[src/rtl/latch_pkg.sv]
package latch_pkg;

    typedef enum logic {
        ST_LOW  = 1'b0,
        ST_HIGH = 1'b1
    } latch_state_t;

    typedef enum logic [1:0] {
        ACT_HOLD  = 2'd0,
        ACT_SET   = 2'd1,
        ACT_CLEAR = 2'd2
    } latch_act_t;

    typedef enum logic {
        MODE_RESET_WINS = 1'b0,
        MODE_SET_WINS   = 1'b1
    } conflict_mode_t;

endpackage

[src/rtl/sync_chain.sv]
module sync_chain #(
    parameter int   STAGES  = 2,
    parameter logic RST_VAL = 1'b0
) (
    input  logic clk,
    input  logic rst,
    input  logic d_i,
    output logic q_o
);
    logic [STAGES-1:0] pipe_q;

    generate
        for (genvar i = 0; i < STAGES; i++) begin : g_stage
            if (i == 0) begin : g_first
                always_ff @(posedge clk) begin
                    if (rst) pipe_q[0] <= RST_VAL;
                    else     pipe_q[0] <= d_i;
                end
            end else begin : g_next
                always_ff @(posedge clk) begin
                    if (rst) pipe_q[i] <= RST_VAL;
                    else     pipe_q[i] <= pipe_q[i-1];
                end
            end
        end
    endgenerate

    assign q_o = pipe_q[STAGES-1];
endmodule

[src/rtl/prio_decider.sv]
module prio_decider
    import latch_pkg::*;
(
    input  logic           clr_n_i,
    input  logic           thr_i,
    input  logic           trg_n_i,
    input  conflict_mode_t mode_i,
    output latch_act_t     act_o
);
    logic trg_act;
    assign trg_act = ~trg_n_i;

    always_comb begin
        if (!clr_n_i) begin
            act_o = ACT_CLEAR;
        end else if (thr_i && trg_act) begin
            act_o = (mode_i == MODE_SET_WINS) ? ACT_SET : ACT_CLEAR;
        end else if (thr_i) begin
            act_o = ACT_CLEAR;
        end else if (trg_act) begin
            act_o = ACT_SET;
        end else begin
            act_o = ACT_HOLD;
        end
    end
endmodule

[src/rtl/latch_fsm.sv]
module latch_fsm
    import latch_pkg::*;
(
    input  logic       clk,
    input  logic       rst,
    input  latch_act_t act_i,
    output logic       q_o,
    output logic       dis_oe_o,
    output logic       dis_o
);
    latch_state_t state_q, state_d;

    always_comb begin
        state_d = state_q;
        unique case (state_q)
            ST_LOW:  if (act_i == ACT_SET)   state_d = ST_HIGH;
            ST_HIGH: if (act_i == ACT_CLEAR) state_d = ST_LOW;
            default: state_d = ST_LOW;
        endcase
    end

    always_ff @(posedge clk) begin
        if (rst) state_q <= ST_LOW;
        else     state_q <= state_d;
    end

    always_comb begin
        q_o      = 1'b0;
        dis_oe_o = 1'b1;
        unique case (state_q)
            ST_LOW: begin
                q_o      = 1'b0;
                dis_oe_o = 1'b1;
            end
            ST_HIGH: begin
                q_o      = 1'b1;
                dis_oe_o = 1'b0;
            end
            default: begin
                q_o      = 1'b0;
                dis_oe_o = 1'b1;
            end
        endcase
        dis_o = 1'b0;
    end
endmodule

[src/rtl/prio_sr_latch.sv]
module prio_sr_latch
    import latch_pkg::*;
#(
    parameter int SYNC_STAGES = 2
) (
    input  logic clk,
    input  logic rst,
    input  logic mode_i,
    input  logic clr_n_i,
    input  logic thr_i,
    input  logic trg_n_i,
    output logic q_o,
    output logic dis_oe_o,
    output logic dis_o
);
    logic           clr_n_s, thr_s, trg_n_s;
    conflict_mode_t mode_q;
    latch_act_t     act;

    sync_chain #(.STAGES(SYNC_STAGES), .RST_VAL(1'b1)) u_sync_clr (
        .clk(clk), .rst(rst), .d_i(clr_n_i), .q_o(clr_n_s)
    );
    sync_chain #(.STAGES(SYNC_STAGES), .RST_VAL(1'b0)) u_sync_thr (
        .clk(clk), .rst(rst), .d_i(thr_i), .q_o(thr_s)
    );
    sync_chain #(.STAGES(SYNC_STAGES), .RST_VAL(1'b1)) u_sync_trg (
        .clk(clk), .rst(rst), .d_i(trg_n_i), .q_o(trg_n_s)
    );

    // Strap register: loads only while reset is held
    always_ff @(posedge clk) begin
        if (rst) mode_q <= conflict_mode_t'(mode_i);
    end

    prio_decider u_dec (
        .clr_n_i(clr_n_s),
        .thr_i  (thr_s),
        .trg_n_i(trg_n_s),
        .mode_i (mode_q),
        .act_o  (act)
    );

    latch_fsm u_fsm (
        .clk     (clk),
        .rst     (rst),
        .act_i   (act),
        .q_o     (q_o),
        .dis_oe_o(dis_oe_o),
        .dis_o   (dis_o)
    );
endmodule

[config.mk]
export PLATFORM = sky130hd
export DESIGN_NAME = prio_sr_latch
export DESIGN_NICKNAME = d
export VERILOG_FILES = /design/src/rtl/latch_pkg.sv /design/src/rtl/sync_chain.sv /design/src/rtl/prio_decider.sv /design/src/rtl/latch_fsm.sv /design/src/rtl/prio_sr_latch.sv
export SDC_FILE = /design/constraint.sdc
export NUM_CORES = 1
export LEC_CHECK = 0
export ABC_AREA = 1
export BUFFER_PORTS_ARGS = -buffer_cell sky130_fd_sc_hd__buf_2
export CORE_AREA = 3 3 40 42
export DETAILED_ROUTE_END_ITERATION = 8
export DIE_AREA = 0 0 43 45
export GPL_TIMING_DRIVEN = 0
export MAX_ROUTING_LAYER = met4
export PLACE_DENSITY = 0.41
export SLEW_MARGIN = 20
export SYNTH_ARGS = -nofsm -noshare
export SYNTH_HDL_FRONTEND = slang
export SYNTH_HIERARCHICAL = 1
export SYNTH_SLANG_ARGS = --single-unit
[constraint.sdc]
create_clock -name clk -period 1.35 [get_ports clk]
set_clock_uncertainty 0.2 [all_clocks]
set_input_delay 0.135 -clock clk [delete_from_list [all_inputs] [get_ports clk]]
set_output_delay 0.135 -clock clk [all_outputs]
set_load 0.01 [all_outputs]
==> summary.txt, run 1 <==
Timing
  • Min Tclk post-route: 1110 ps
  • Final period util: 0.820
  • Setup-failing EPs final: 0
  • Hold Vio Cnt, Final: 0
  • Total Neg Setup Slack: 0 ps
  • Max-slew violation count: 0
  • F_max: 903 MHz
  • Worst Hold Slack: 208 ps
  • RSZ-0062 raised after global routing: no

Synthesis
  • Adder-Cell Fraction of Synth Area: 0
  • Xor/xnor share of the synthesized area: 0
  • Syn_nets: 42
  • Avg Inst Size Synth: 8.03 um^2
  • Post-synthesis sequential element count: 8
  • Post-synthesis sequential area ratio: 0.589
  • Largest family of logic cells by synthesized area: buffers and inverters
  • YS warnings: 6
  • Syn Inst Count: 36
  • Post-synthesis simple-gate area fraction: 0.117
  • Mux share of post-synthesis cell area: 0
  • Compound-cell area share of the yosys netlist: 0.0866
  • Netlist cell types: 10
  • Syn Std Cell Area: 289 um^2

CTS
  • CTS resizes: 0
  • Setup Buffers After CTS: 0
  • CTS buffer count: 3
  • CTS tree: yes
  • Htree depth: 1
  • CTS clock-pin slew for the worst setup and hold paths: 60 ps
  • Root buffer cell: clkbuf_4
  • Clock Sink Count: 8
  • Clock latency on the worst-skew pair: 250 ps
  • Clock Tree Buf Depth: 2

GRT
  • Total track usage: 0.0603
  • Initial antenna violation count: 0
  • Vias in the first global route: 226
  • Global-route wire length before repair: 793 um
  • Largest net degree at the start of global routing: 7
  • GRT overflow: 0

Critical path
  • CP max stage delay: 380 ps
  • WP data arrival: 1050 ps
  • CP required: 1290 ps
  • CP Class: flip-flop to flip-flop
  • CP endpoint kind: flip-flop
  • Number of buffers and inverters on the critical path: 0
  • Most frequent CP cell: nor2_1
  • Crit Path Max Fanout: 2
  • CP delay by family, top: flip-flops
  • CP max stage cell: edfxtp_1
  • Setup crit start kind: flip-flop
  • CP cell instances: o21bai_1 -> nor2_1 -> a21oi_1 -> nor2_1

Die
  • Die Span X: 43 um
  • Die Height: 45 um
  • Row cnt: 13
  • Initial Util: 0.225
  • Core area: 1280 um^2
  • Ports: 9
  • Die ar.: 1940 um^2

Cells and area
  • Diode count: 0
  • Share of cells above drive strength 1: 0.212
  • Synth-to-layout area growth: 45.0%
  • Layout Utilization: 0.326
  • Most frequent cells in the layout: inv_1, buf_2, dfxtp_1, dlygate4sd3_1, nand2_1
  • Commonest non-fill, non-tap cell in the layout: inv_1
  • NumNets Final: 59
  • Non-Filler Instances: 67

Route
  • Routed wire length: 425 um
  • Router iterations before antenna repair: 3
  • Post-DRT Antenna Nets: 0
  • Drt first-iter violations: 1
  • Wire per inst: 6.34 um
  • DR vias: 232
  • Avg Vias per Cell: 3.46
  • # DRC: 0

Placement
  • Placed Cells: 58
  • I/O Buffers: 7
  • Routability cong.: 0.611

Power
  • Worst IR Drop VDD: 0.335 mV
  • Pwr Total: 0.000493 W
  • Leakage power: 0.237 nW
  • Pwr Density: 1180 nW/um^2

Worst hold path
  • Worst hold path class: flip-flop to flip-flop

Flow run
  • Max Cap Viol: 0

Status
  • Run status: finished clean
==> path summary, 6_finish.rpt <==
path         depth (start not counted)                            start  slack, ps                        end
max reg2reg                          4                 mode_q$_DFFE_PP_        240   u_fsm/state_q$_SDFF_PP0_
min                                  2  u_sync_clr/pipe_q[0]$_SDFF_PP1_        210  u_sync_clr/q_o$_SDFF_PP1_
min reg2reg                          2  u_sync_clr/pipe_q[0]$_SDFF_PP1_        210  u_sync_clr/q_o$_SDFF_PP1_
max                                  4                 mode_q$_DFFE_PP_        240   u_fsm/state_q$_SDFF_PP0_
==> routing by layer <==
layer | up-vias | part of all wire | GRT usage
met5 | - | 0 | -
met4 | 0 | 0 | 0.0542
met3 | 0 | 0.056 | 0.0239
met2 | 5 | 0.54 | 0.0928
met1 | 96 | 0.40 | 0.0585
li1 | 131 | - | -
==> kinds of logic after synthesis <==
| family | Yosys count |
|---|---|
| buffers and inverters | 14 |
| and+or+nand+nor | 9 |
| DFF | 8 |
| AOI/OAI and AO/OA | 4 |
| other | 1 |
==> cell usage after synthesis <==
cell type,count,area share
dfxtp_1,7,0.48
inv_1,13,0.17
nand2_1,5,0.065
nor2_1,4,0.052
o21bai_1,2,0.052
o21ai_1,1,0.017
edfxtp_1,1,0.10
buf_4,1,0.026
a21oi_1,1,0.017
conb_1,1,0.013
==> sequential cells by signal, summed over array words and instances, names as in the netlist <==
| register | cells |
|---|---|
| mode_q | 1 |
| u_fsm/state_q | 1 |
| u_sync_clr/pipe_q | 1 |
| u_sync_clr/q_o | 1 |
| u_sync_thr/pipe_q | 1 |
| u_sync_thr/q_o | 1 |
| u_sync_trg/pipe_q | 1 |
| u_sync_trg/q_o | 1 |
==> power breakdown <==
group	leakage [nW]	total [W]	switching, W	internal (W)
Sequential	0.0677	0.000258	0.00000458	0.000253
Clock	0.0150	0.000191	0.0000784	0.000113
Combinational	0.155	0.0000439	0.0000185	0.0000253
Total	0.237	0.000493	0.000101	0.000392
==> layout make-up <==
class / instances / area (um^2)
fill: 138 / 866
sequential: 8 / 170
timing repair buffer: 12 / 85.1
multi-input combinational: 14 / 62.6
inverter: 13 / 48.8
clock buffer: 4 / 26.3
tap: 15 / 18.8
buffer: 1 / 7.51
==> repair_timing <==
| action | CTS | global route |
|---|---|---|
| hold endpoints to repair | 8 | 0 |
| setup endpoints to repair | 0 | 0 |
| hold buffers | 5 | 0 |
==> worst reg2reg max path, cell delays in order (launching register included) <==
cell      delay (ps)
edfxtp_1         380
o21bai_1         150
nor2_1            70
a21oi_1          130
nor2_1            50
==> through the flow <==
step | cell area [um^2] | setup WS [ps]
2_1_floorplan | 289 | 310
3_3_place_gp | 343 | 240
3_5_place_dp | 343 | 245
4_1_cts | 419 | 228
5_1_grt | 419 | 157
6_report | 419 | 242
(Power assumes the default switching activity.)
==> run 2, diff against run 1 <==
--- a/config.mk
+++ b/config.mk
@@ -5,7 +5,7 @@
 export SDC_FILE = /design/constraint.sdc
 export NUM_CORES = 1
 export LEC_CHECK = 0
-export ABC_AREA = 1
+export ABC_AREA = 0
 export BUFFER_PORTS_ARGS = -buffer_cell sky130_fd_sc_hd__buf_2
 export CORE_AREA = 3 3 40 42
 export DETAILED_ROUTE_END_ITERATION = 8
==> constraint.sdc (replaced) <==
create_clock -name clk -period 0.9 [get_ports clk]
set_clock_uncertainty 0.2 [all_clocks]
set_input_delay 0.09 -clock clk [delete_from_list [all_inputs] [get_ports clk]]
set_output_delay 0.09 -clock clk [all_outputs]
set_load 0.01 [all_outputs]
==> run 2 against run 1 <==
Critical path type unchanged; largest cell class unchanged; synthesized cell count shrank 31%; largest power group unchanged; area after synthesis is 4.3% lower; highest routed layer unchanged; core utilization fell by 4.3 points; first-iteration DRC count fell by 100%; total power grew 48%; clock power grew 53%; register-to-register slack got worse by 600 ps; sequential power is 50% higher; the run now ends with hold timing, setup timing left; die area is the same; worst setup slack worse by 600 ps; clock-buffer cell count did not move; combinational power rose by 13%.
==> summary.txt, run 2 <==
Cells and area
  • Register area: 170 um^2 (unchanged)
  • Share of cells above drive strength 1: 0.361 (+0.150)
  • Multi-input logic area: 95.1 um^2 (+52%)
  • Diode count: 0 (unchanged)
  • NumNets Final: 43 (-27%)
  • Layout Utilization: 0.283 (-0.0428)
  • Most frequent cells in the layout: buf_2, dfxtp_1, or2_1, clkbuf_4, inv_1
  • Synth-to-layout area growth: 31.7%
  • # fillers: 139 (+0.72%)

Synthesis
  • Netlist cell types: 12 (+2)
  • Synth area leaders: dfxtp_1, edfxtp_1, or2_1
  • Avg Inst Size Synth: 11.1 um^2 (+38%)
  • Post-synthesis sequential area ratio: 0.615 (+0.0266)
  • Post-synthesis sequential element count: 8 (unchanged)
  • Dominant cell type by area after synthesis: dfxtp_1
  • Post-synthesis async set-or-reset flop share: 0 (unchanged)
  • Top FF cell, synth: dfxtp_1
  • Most common cell in the netlist: dfxtp_1
  • Syn Std Cell Area: 277 um^2 (-4.3%)
  • YS warnings: 6 (unchanged)
  • Number of synthesized flops with an enable pin: 1 (unchanged)
  • Top cell type's share of synthesized area: 0.507 (+0.0219)
  • Syn Inst Count: 25 (-31%)
  • Commonest cells in the synthesized netlist: dfxtp_1, or2_1, inv_1, nor2b_1
  • Syn_nets: 31 (-26%)

GRT
  • GRT overflow: 0 (unchanged)
  • Largest net degree at the start of global routing: 10 (+3)
  • Initial antenna violation count: 0 (unchanged)
  • Global-route wire length before repair: 634 um (-20%)
  • Vias in the first global route: 163 (-28%)
  • Total track usage: 0.0544 (-0.00594)

Power
  • Clock power share: 0.401 (+0.013)
  • Seq pwr share: 0.531 (+0.008)
  • Pwr Total: 0.000728 W (+48%)
  • Internal power: 0.000579 W (+48%)
  • Logic pwr share: 0.068 (-0.021)
  • Pwr Density: 2000 nW/um^2 (+70%)
  • Sw Pwr: 0.000149 W (+47%)
  • Worst IR Drop VDD: 0.726 mV (+120%)
  • Sw Share: 0.205 (-0.000827)
  • Leakage power: 0.169 nW (-29%)

Critical path
  • CP Class: flip-flop to flip-flop
  • Crit Path Max Fanout: 2 (unchanged)
  • Setup crit start kind: flip-flop
  • Worst R2R Path Depth: 4 (unchanged)
  • Reg2reg start: mode_q$_DFFE_PP_
  • WP data arrival: 1210 ps (+160 ps)
  • CP max stage delay: 350 ps (-30 ps)
  • CP max stage cell: edfxtp_1
  • Reg2reg setup slack: -350 ps (-600 ps)
  • CP cell instances: nor2b_4 -> o21ai_1 -> or3b_1 -> o31ai_1
  • CP endpoint kind: flip-flop
  • CP required: 860 ps (-430 ps)
  • RR Endpoint: u_fsm/state_q$_SDFF_PP0_

Timing
  • Setup-failing EPs final: 3 (+3)
  • Min Tclk post-route: 1250 ps (+146 ps)
  • Final period util: 1.39 (+0.573)
  • Hold Vio Cnt, Final: 9 (+9)
  • Worst Hold Slack: -190 ps (-398 ps)
  • Final WS setup: -354 ps (-596 ps)
  • Max-slew violation count: 0 (unchanged)
  • F_max: 798 MHz (-12%)
  • RSZ-0062 raised after global routing: yes
  • Total Neg Setup Slack: -567 ps (-567 ps)

Placement
  • DP HPWL: 292 um
  • Routability cong.: 0.601 (-1.7%)
  • I/O Buffers: 7 (unchanged)

CTS
  • Clock Tree Buf Depth: 2 (unchanged)
  • CTS buffer count: 3 (unchanged)
  • Hold_buf cts: 1 (-4)
  • Setup Buffers After CTS: 0 (unchanged)
  • Htree depth: 1 (unchanged)
  • CTS tree: yes
  • Clock latency on the worst-skew pair: 250 ps (about the same)
  • CTS clock-pin slew for the worst setup and hold paths: 60 ps (about the same)
  • Clock Sink Count: 8 (unchanged)
  • Root buffer cell: clkbuf_4

Status
  • Run status: finished with violations
  • Failing checks: hold timing, setup timing

Route
  • Post-DRT Antenna Nets: 0 (unchanged)
  • DR vias: 193 (-17%)
  • Router iterations before antenna repair: 1 (-2)
  • Wire per inst: 7.96 um (+25%)
  • Routed wire length: 406 um (-4.5%)
  • # DRC: 0 (unchanged)
  • Avg Vias per Cell: 3.78 (+9.3%)
  • Drt first-iter violations: 0 (-1)

Die
  • Ports: 9 (unchanged)
  • Die ar.: 1940 um^2 (unchanged)
  • Initial Util: 0.215 (-0.00974)
  • Core area: 1280 um^2 (unchanged)
  • Die Span X: 43 um (unchanged)
  • Die Height: 45 um (unchanged)
  • Row cnt: 13 (unchanged)

Worst hold path
  • Worst hold path class: input pin to flip-flop
  • Hold path cells: 1 (-1)
  • WHS Endpoint: mode_q$_DFFE_PP_
  • HP Start: mode_i

Flow run
  • Max Cap Viol: 0 (unchanged)
[run 2: timing repair]
action,4_1_cts,5_1_grt
endpoints found under the setup margin,3,4
hold endpoints to repair,9,9
pin swaps,1,0
gates resized for setup,0,2
cloned,0,0
[run 2: worst max-delay path: cells and delay by family (launching register included)]
family,cells,cell delay [ps]
flops,1,350
compound gates,2,140
simple gates,2,480
[run 2: per-layer routing]
metal  up-vias  share of wire  GRT usage
li1         98              -          -
met1        87           0.41     0.0539
met2         8           0.47     0.0599
met3         0           0.12     0.0359
met4         0              0     0.0723
met5         -              0          -
[run 2: power by group through the flow]
stage	Clock [W]	Sequential, W	Combinational [W]
floorplan	0	0.000393	0.0000258
global placement	0	0.000393	0.0000460
detailed placement	0	0.000393	0.0000476
CTS	0.000308	0.000386	0.0000509
global route	0.000323	0.000388	0.0000575
finish	0.000292	0.000387	0.0000494
[run 2: layout make-up]
type                       count  area share
buffer                         1      0.0206
clock buffer                   4      0.0722
inverter                       3      0.0309
multi-input combinational     13       0.261
sequential                     8       0.467
tap                           15      0.0515
timing repair buffer           7      0.0962
[run 2: kinds of logic (layout without fill, tap and decap cells)]
kind of cell,count (synthesis),count (layout),synth area share
AOI/OAI and AO/OA,3,3,0.0814
buffers and inverters,4,15,0.0679
DFF,8,8,0.615
other,1,1,0.0136
and+or+nand+nor,9,9,0.222
[run 2: per-stage QoR]
step / setup slack, ps / cells / area, um^2
floorplan: -284 / 25 / 277
global placement: -330 / 47 / 330
detailed placement: -345 / 47 / 330
CTS: -362 / 52 / 367
global route: -408 / 51 / 364
finish: -354 / 51 / 364
[run 2: worst max path at each step]
stage,depth (start not counted),endpoint,start
floorplan,4,u_fsm/state_q$_SDFF_PP0_,mode_q$_DFFE_PP_
global placement,4,u_fsm/state_q$_SDFF_PP0_,mode_q$_DFFE_PP_
detailed placement,4,u_fsm/state_q$_SDFF_PP0_,mode_q$_DFFE_PP_
CTS,4,u_fsm/state_q$_SDFF_PP0_,mode_q$_DFFE_PP_
global route,4,u_fsm/state_q$_SDFF_PP0_,mode_q$_DFFE_PP_
finish,4,u_fsm/state_q$_SDFF_PP0_,mode_q$_DFFE_PP_
